==> src/rtl/mio_pkg.sv <==
package mio_pkg;

  localparam int unsigned OFS_DATA = 0;
  localparam int unsigned OFS_DIR  = 1;
  localparam int unsigned OFS_IEN  = 2;

  typedef enum logic [1:0] {
    PIN_ANALOG = 2'd0,
    PIN_INPUT  = 2'd1,
    PIN_OUTPUT = 2'd2
  } pin_mode_e;

  function automatic pin_mode_e pin_mode(input logic dir, input logic ien);
    if (dir)      return PIN_OUTPUT;
    else if (ien) return PIN_INPUT;
    else          return PIN_ANALOG;
  endfunction

  function automatic logic pin_read(input pin_mode_e m, input logic latch, input logic pin);
    case (m)
      PIN_OUTPUT: return latch;
      PIN_INPUT:  return pin;
      default:    return 1'b0;
    endcase
  endfunction

endpackage

==> src/rtl/mio_regs.sv <==
module mio_regs #(
  parameter int WIDTH  = 8,
  parameter int ADDR_W = 2
) (
  input  logic              clk,
  input  logic              rst_n,
  input  logic [ADDR_W-1:0] bus_addr,
  input  logic              bus_we,
  input  logic [WIDTH-1:0]  bus_wdata,
  output logic [WIDTH-1:0]  data_q,
  output logic [WIDTH-1:0]  dir_q,
  output logic [WIDTH-1:0]  ien_q,
  output logic              wr_data,
  output logic              wr_dir,
  output logic              wr_ien,
  output logic              wr_unmapped
);
  import mio_pkg::*;

  always_comb begin
    wr_data     = bus_we && (bus_addr == ADDR_W'(OFS_DATA));
    wr_dir      = bus_we && (bus_addr == ADDR_W'(OFS_DIR));
    wr_ien      = bus_we && (bus_addr == ADDR_W'(OFS_IEN));
    wr_unmapped = bus_we && !(wr_data || wr_dir || wr_ien);
  end

  always_ff @(posedge clk or negedge rst_n) begin
    if (!rst_n) begin
      data_q <= '0;
      dir_q  <= '0;
      ien_q  <= '1;
    end else begin
      if (wr_data) data_q <= bus_wdata;
      if (wr_dir)  dir_q  <= bus_wdata;
      if (wr_ien)  ien_q  <= bus_wdata;
    end
  end

  // each write lands at the following edge
  p_data_write_r6: assert property (@(posedge clk) disable iff (!rst_n)
    wr_data |=> data_q == $past(bus_wdata));
  p_dir_write_r6: assert property (@(posedge clk) disable iff (!rst_n)
    wr_dir |=> dir_q == $past(bus_wdata));
  p_ien_write_r6: assert property (@(posedge clk) disable iff (!rst_n)
    wr_ien |=> ien_q == $past(bus_wdata));
  // unmapped writes leave all state alone
  p_unmapped_write_ignored_r9: assert property (@(posedge clk) disable iff (!rst_n)
    wr_unmapped |=> ($stable(data_q) && $stable(dir_q) && $stable(ien_q)));

endmodule

==> src/rtl/mio_sync.sv <==
module mio_sync #(
  parameter int WIDTH  = 8,
  parameter int STAGES = 2
) (
  input  logic             clk,
  input  logic             rst_n,
  input  logic [WIDTH-1:0] pad_in,
  output logic [WIDTH-1:0] pin_sync
);
  logic [WIDTH-1:0] chain [STAGES];
  logic             armed;

  always_ff @(posedge clk or negedge rst_n) begin
    if (!rst_n) armed <= 1'b0;
    else        armed <= 1'b1;
  end

  for (genvar g = 0; g < STAGES; g++) begin : g_stage
    if (g == 0) begin : g_first
      always_ff @(posedge clk or negedge rst_n) begin
        if (!rst_n) chain[0] <= '0;
        else        chain[0] <= pad_in;
      end
      // first stage samples the pad one edge back
      p_sync_first_r8: assert property (@(posedge clk) disable iff (!rst_n)
        armed |-> chain[0] == $past(pad_in));
    end else begin : g_next
      always_ff @(posedge clk or negedge rst_n) begin
        if (!rst_n) chain[g] <= '0;
        else        chain[g] <= chain[g-1];
      end
      // each stage adds exactly one edge
      p_sync_stage_r8: assert property (@(posedge clk) disable iff (!rst_n)
        armed |-> chain[g] == $past(chain[g-1]));
    end
  end

  assign pin_sync = chain[STAGES-1];

endmodule

==> src/rtl/mio_pin.sv <==
module mio_pin (
  input  logic               data_b,
  input  logic               dir_b,
  input  logic               ien_b,
  input  logic               pin_b,
  output logic               pad_out_b,
  output logic               pad_oe_b,
  output logic               ana_b,
  output logic               rd_b,
  output mio_pkg::pin_mode_e mode_b
);
  import mio_pkg::*;

  always_comb begin
    mode_b    = pin_mode(dir_b, ien_b);
    pad_out_b = data_b;
    pad_oe_b  = (mode_b == PIN_OUTPUT);
    ana_b     = (mode_b == PIN_ANALOG);
    rd_b      = pin_read(mode_b, data_b, pin_b);
  end

endmodule

==> src/rtl/mio_port.sv <==
module mio_port #(
  parameter int WIDTH       = 8,
  parameter int ADDR_W      = 2,
  parameter int SYNC_STAGES = 2
) (
  input  logic              clk,
  input  logic              rst_n,
  input  logic [ADDR_W-1:0] bus_addr,
  input  logic              bus_we,
  input  logic [WIDTH-1:0]  bus_wdata,
  output logic [WIDTH-1:0]  bus_rdata,
  output logic [WIDTH-1:0]  pad_out,
  output logic [WIDTH-1:0]  pad_oe,
  input  logic [WIDTH-1:0]  pad_in,
  output logic [WIDTH-1:0]  ana_sel
);
  import mio_pkg::*;

  logic [WIDTH-1:0] data_q, dir_q, ien_q;
  logic             wr_data, wr_dir, wr_ien, wr_unmapped;
  logic [WIDTH-1:0] pin_sync;
  logic [WIDTH-1:0] pin_rd;
  logic [WIDTH-1:0] in_mask;
  pin_mode_e        mode_w [WIDTH];
  logic             rd_sel_data, rd_unmapped;

  mio_regs #(.WIDTH(WIDTH), .ADDR_W(ADDR_W)) u_regs (
    .clk(clk), .rst_n(rst_n), .bus_addr(bus_addr), .bus_we(bus_we),
    .bus_wdata(bus_wdata), .data_q(data_q), .dir_q(dir_q), .ien_q(ien_q),
    .wr_data(wr_data), .wr_dir(wr_dir), .wr_ien(wr_ien),
    .wr_unmapped(wr_unmapped)
  );

  mio_sync #(.WIDTH(WIDTH), .STAGES(SYNC_STAGES)) u_sync (
    .clk(clk), .rst_n(rst_n), .pad_in(pad_in), .pin_sync(pin_sync)
  );

  for (genvar b = 0; b < WIDTH; b++) begin : g_pin
    mio_pin u_pin (
      .data_b(data_q[b]), .dir_b(dir_q[b]), .ien_b(ien_q[b]),
      .pin_b(pin_sync[b]), .pad_out_b(pad_out[b]), .pad_oe_b(pad_oe[b]),
      .ana_b(ana_sel[b]), .rd_b(pin_rd[b]), .mode_b(mode_w[b])
    );
    assign in_mask[b] = (mode_w[b] == PIN_INPUT);
  end

  always_comb begin
    rd_sel_data = (bus_addr == ADDR_W'(OFS_DATA));
    rd_unmapped = 1'b0;
    bus_rdata   = '0;
    if (rd_sel_data)                          bus_rdata = pin_rd;
    else if (bus_addr == ADDR_W'(OFS_DIR))    bus_rdata = dir_q;
    else if (bus_addr == ADDR_W'(OFS_IEN))    bus_rdata = ien_q;
    else                                      rd_unmapped = 1'b1;
  end

  // output enable follows a direction write at the next edge
  p_oe_after_dir_write_r2: assert property (@(posedge clk) disable iff (!rst_n)
    wr_dir |=> pad_oe == $past(bus_wdata));
  // enabled pads carry the latch
  p_pad_out_latch_r2: assert property (@(posedge clk) disable iff (!rst_n)
    ((pad_out ^ data_q) & pad_oe) == '0);
  // output pins read the latch
  p_output_read_latch_r3: assert property (@(posedge clk) disable iff (!rst_n)
    rd_sel_data |-> ((bus_rdata ^ data_q) & dir_q) == '0);
  // input pins read the synchronized pad
  p_input_read_sync_r4: assert property (@(posedge clk) disable iff (!rst_n)
    rd_sel_data |-> ((bus_rdata ^ pin_sync) & in_mask) == '0);
  // analog pins read zero
  p_analog_read_zero_r5: assert property (@(posedge clk) disable iff (!rst_n)
    rd_sel_data |-> (bus_rdata & ana_sel) == '0);
  // analog and output never coincide
  p_analog_excl_oe_r10: assert property (@(posedge clk) disable iff (!rst_n)
    (pad_oe & ana_sel) == '0);
  // unmapped offset reads zero
  p_unmapped_read_zero_r9: assert property (@(posedge clk) disable iff (!rst_n)
    rd_unmapped |-> bus_rdata == '0);

endmodule

==> config.mk <==
export PLATFORM = sky130hd
export DESIGN_NAME = mio_port
export DESIGN_NICKNAME = d
export VERILOG_FILES = /design/src/rtl/mio_pkg.sv /design/src/rtl/mio_regs.sv /design/src/rtl/mio_sync.sv /design/src/rtl/mio_pin.sv /design/src/rtl/mio_port.sv
export SDC_FILE = /design/constraint.sdc
export NUM_CORES = 1
export LEC_CHECK = 0
export BUFFER_PORTS_ARGS = -buffer_cell sky130_fd_sc_hd__buf_2
export CORE_MARGIN = 4
export CORE_UTILIZATION = 55
export CTS_CLUSTER_SIZE = 40
export DETAILED_ROUTE_END_ITERATION = 10
export PLACE_DENSITY = 0.91
export RECOVER_POWER = 25
export SETUP_SLACK_MARGIN = 0.02
export SLEW_MARGIN = 20
export SYNTH_ARGS = -nofsm -noshare
export SYNTH_HDL_FRONTEND = slang
export SYNTH_SLANG_ARGS = --single-unit
==> constraint.sdc <==
create_clock -name clk -period 2.2 [get_ports clk]
set_clock_uncertainty 0.15 [all_clocks]
set_input_delay 0.22 -clock clk [delete_from_list [all_inputs] [get_ports clk]]
set_output_delay 0.22 -clock clk [all_outputs]
set_load 0.01 [all_outputs]
; Word level (Yosys, flattened, before mapping)
; Index checks and enable logic that the tools add are counted.
[totals]
elab_cells = 62
memories = 0
ramBits = 0
rom_bits = 0
out_inout_bits = 32
reg_bits = 40
latch_bits = 0
[op_classes]
add_sub_neg = 0
n_mux = 27
mul = 0
n_lt_le_gt_ge = 0
reduce_logical = 12
n_div = 0
n_bitwise = 0
n_shift = 0
n_eq_ne = 18
[op_table]
columns = operator, n
row1 = two-way mux 8 bit, 3
row2 = "equality test 2 x 1 -> 1 bit, second input constant", 9
row3 = "equality test 2 bit, second input constant", 9
row4 = zero test 2 bit, 9
row5 = two-way mux 2 bit, 8
row6 = case mux 1 bit (2 select lines), 8
row7 = two-way mux 1 bit, 8
row8 = logical AND 1 bit, 3

; Longest topological paths before layout
[depth]
ltp_word = 5
depth_mapped = 4
depth_no_buf = 3

; Hierarchy
; From an unflattened synthesis, not the netlist that was laid out.
[unflattened]
hier_cells = 163
area_unflattened_um2 = 1930.6
[by_module_without_submodules]
columns = mod, cells_per_inst, instances, area_per_inst_um2, seq_area_each_um2
row1 = mio_regs, 55, 1, 942.2, 610.6
row2 = mio_sync, 24, 1, 460.4, 400.4
row3 = mio_pin, 8, 8, 41.3, 0.0
row4 = mio_port, 20, 1, 197.7, 0.0

; Least setup slack after synthesis
; OpenSTA, ideal clock, no wires.
[synth_path]
path_kind = input-to-output
start = input bus_addr[0]
end = output bus_rdata[5]
arrival_time_ns = 0.951
path_stages = 4
required_ns = 1.830
path_buffers = 2
setup_slack_ns = 0.879
cell_sequence = buf_6 > clkbuf_1 > nand2b_1 > o21ai_0
[synth_via]
elab_chain_len = 4
word_cells_on_any_way = 6
classes_between = eq/ne: 2 / mux: 3 / reduce/logical: 1
[synth_lines]
columns = element, line_no
row1 = "start, declared", mio_port.sv:8  ; input logic [ADDR_W-1:0] bus_addr,
row2 = equality test 2 bit, mio_port.sv:53  ; else if (bus_addr == ADDR_W'(OFS_IEN)) bus_rdata = ien_q;
row3 = two-way mux 8 bit, mio_port.sv:53
row4 = two-way mux 8 bit, mio_port.sv:52  ; else if (bus_addr == ADDR_W'(OFS_DIR)) bus_rdata = dir_q;
row5 = two-way mux 8 bit (*), mio_port.sv:51  ; if (rd_sel_data) bus_rdata = pin_rd;
row6 = "end, declared", mio_port.sv:11  ; output logic [WIDTH-1:0] bus_rdata,
; Every way passes the cells marked *; elsewhere a longest branch is shown, timed or not.

; Final worst setup path
[layout_path]
start = register u_regs.ien_q[1]
end = output bus_rdata[1]
[layout_via]
elab_chain_len = 5
word_cells_on_any_way = 8
classes_between = eq/ne: 2 / mux: 6
[layout_lines]
columns = element, line_no
row1 = "start, declared", mio_regs.sv:12  ; output logic [WIDTH-1:0] ien_q,
row2 = "start signal, assigned", mio_regs.sv:35  ; if (wr_ien) ien_q <= bus_wdata;
row3 = two-way mux 1 bit, mio_pkg.sv:15  ; else if (ien) return PIN_INPUT;
row4 = two-way mux 2 bit, mio_pkg.sv:14  ; if (dir) return PIN_OUTPUT;
row5 = equality test 2 x 1 -> 1 bit / equality test 2 bit (equally long branches), mio_pkg.sv:20  ; case (m)
row6 = case mux 1 bit (2 select lines), mio_pkg.sv:20
row7 = two-way mux 8 bit (*), mio_port.sv:51
; Marked as above.

==> results.md <==
- Wire length per cell: 15.3 um
- FMAX: 591 MHz
- Max Slew Vio Count: 0
- Die Y: 65.4 um
- Initial Util: 58.4%
- # IOs: 53
- CTS tree: done
- Largest net degree at the start of global routing: 41
- Mean post-synth cell area: 12.0 um2
- Root Buffer: clkbuf_4
- Drt total wl: 3630 um
- Clock sink total: 40
- Yosys warnings: 0
- #FFs+latches synth: 40
- Yosys top cell area share: 44.2%
- Final routed DRC violation total: 0
- Fin. Hold Viols: 0
- H-tree levels: 2
- Clk buf depth: 2
- Critical path's largest stage delay: 560 ps
- DIE WIDTH: 65.4 um
- DRT iter0 DRCs: 42
- Yosys cell types: 16
- Detailed placement HPWL: 2420 um
- Worst path top cell family by delay: flip-flops
- Worst-Margin Slew: 928 ps
- Placed insts: 212
- Syn nets: 172
- Critical path's slowest cell: dfstp_2
- Global-route wire length before repair: 6110 um
- Leakage: 1.01 nW
- Layout cells sized above 1: 48.2%
- Detail Route Antenna Nets: 0
- Total grt overflow: 0
- Tcrit/Tclk final: 76.9%
- Area Growth Syn to Fin: 18.7%
- Crit end category: output port
- Finished Layout Cells: 237
- Worst setup path class: reg2out
- Antenna Cells: 0
- Die area: 4280 um2
- I/O Buffers: 52
- Syn Std Cell Area: 1810 um2
- Final min period: 1690 ps
- Setup_tns: 0 ps
- Core Footprint: 3100 um2
- CTS resizes: 0
- Crit Path Max Fanout: 3
- Worst skew pair latency: 340 ps
- Via count: 1192
- Vias in the first global route: 1215
- Drt first pass iters: 4
- Crit path DAT: 1320 ps
- Setup violators final: 0
- Max_cap viols: 0
- Leading area contributor after synthesis: dfrtp_1
- Outcome: finished clean
- Initial antenna violation count: 0
- Cell Rows: 20
- Cts bufs inserted: 5
- Slew Limit Headroom: 38.1%
- Synth top area cells: dfrtp_1 (44%), mux2_2 (15%), dfstp_2 (12%), buf_4 (9.9%), o211ai_1 (3.3%)
- Setup repair after global routing missed its margin: false
- Total GRT Usage: 19.3%
- Layout net count: 213
- Via density: 5.03
- Clock transition at path regs: 110 ps
- Worst path cell trace: nand2b_1, o21ai_0, buf_2
- Min-Delay Path Class: reg2reg
- Crit path buffers/inverters: 1
- Maximum vdd drop: 607 uV
- Seq/Total Area, Yosys: 55.8%
- Synth Instances: 151
- PwrDens: 876 nW/um2
- Routability Congestion: 0.655
- Crit start category: flop
- Critical path required time: 1830 ps
[synth_stat cells]
library cell  number
clkinv_1           1
dfrtp_1           32
o21ai_0            8
nor3b_4            1
dfstp_2            8
buf_6              2
o211ai_1           8
nor2_1             8
nand3b_2           1
mux2_2            24
inv_1              8
clkbuf_1           9
nand2b_1           8
nand3_2            1
a21oi_1            8
buf_4             24
[kinds of logic after synthesis]
family	count (synthesis)	synth area share, %
and+or+nand+nor	19	6.63
buffers and inverters	44	14.9
AOI/OAI and AO/OA	24	7.74
muxes	24	14.9
DFF	40	55.8
[timing repair]
item / CTS / global route
hold buffers: 17 / 0
hold endpoints to repair: 64 / 0
buffers inserted: 0 / 0
[flip-flops by register name, summed over array words and instances (netlist names)]
name and flops:
u_regs.data_q 8, u_sync.chain 8, u_regs.ien_q 8, u_regs.dir_q 8
u_sync.pin_sync 8
[layer usage]
metal / share of wire (%) / track usage (%) / wire length [um]
met5: 0 / 0 / 0
met4: 0.25 / 4.66 / 9
met3: 7.4 / 6.15 / 267
met2: 53 / 32.6 / 1910
met1: 40 / 24.0 / 1440
[layout make-up]
cell class                 count  area (um2)
clock buffer                   7        65.1
clock inverter                 1        30.0
fill                         242         952
inverter                       9        33.8
multi-input combinational     67         527
sequential                    40        1010
tap                           44        55.1
timing repair buffer          69         429
[cell usage in the layout, fill, tap and decap left out, drive strengths merged]
cell         Yosys  layout
o21ai            8       8
nand3            1       1
mux2            24      24
clkinv           1       1
nor3b            1       1
dlygate4sd3      0      17
buf             26      50
o211ai           8       8
a21oi            8       8
dfrtp           32      32
nor2             8       8
inv              8       8
nand3b           1       1
dfstp            8       8
nand2b           8       8
clkbuf           9       9
bufinv           0       1
[where the power goes]
part | switching, W | internal, W
sequential | 0.0000881 | 0.000854
combinational | 0.000201 | 0.000206
clock | 0.000233 | 0.000302
[final timing paths]
path                       depth (start not counted)  slack [ps]       startpoint                  to
setup / recovery                                   3         510  u_regs.ien_q[1]        bus_rdata[1]
max in group asynchronous                          2         940            rst_n    u_sync.chain[13]
min in group asynchronous                          2         390            rst_n     u_sync.chain[9]
hold reg to reg                                    0         210  u_sync.chain[9]  u_sync.pin_sync[1]
hold / removal                                     0         210  u_sync.chain[9]  u_sync.pin_sync[1]
setup reg to reg                                   1        1200  u_regs.dir_q[0]     u_regs.dir_q[0]
[through the flow]
stage          setup slack (ps)  area, um2  hold WS, ps  total power [W]  util [%]
2_1_floorplan               879       1810         -226          0.00128         -
3_3_place_gp                509       1890          177          0.00131      60.9
3_5_place_dp                440       1890          179          0.00134      60.9
4_1_cts                     496       2160          211          0.00189      69.5
5_1_grt                     415       2150          216          0.00198      69.3
6_report                    508       2150          209          0.00188      69.3
(Power assumes the default switching activity.)
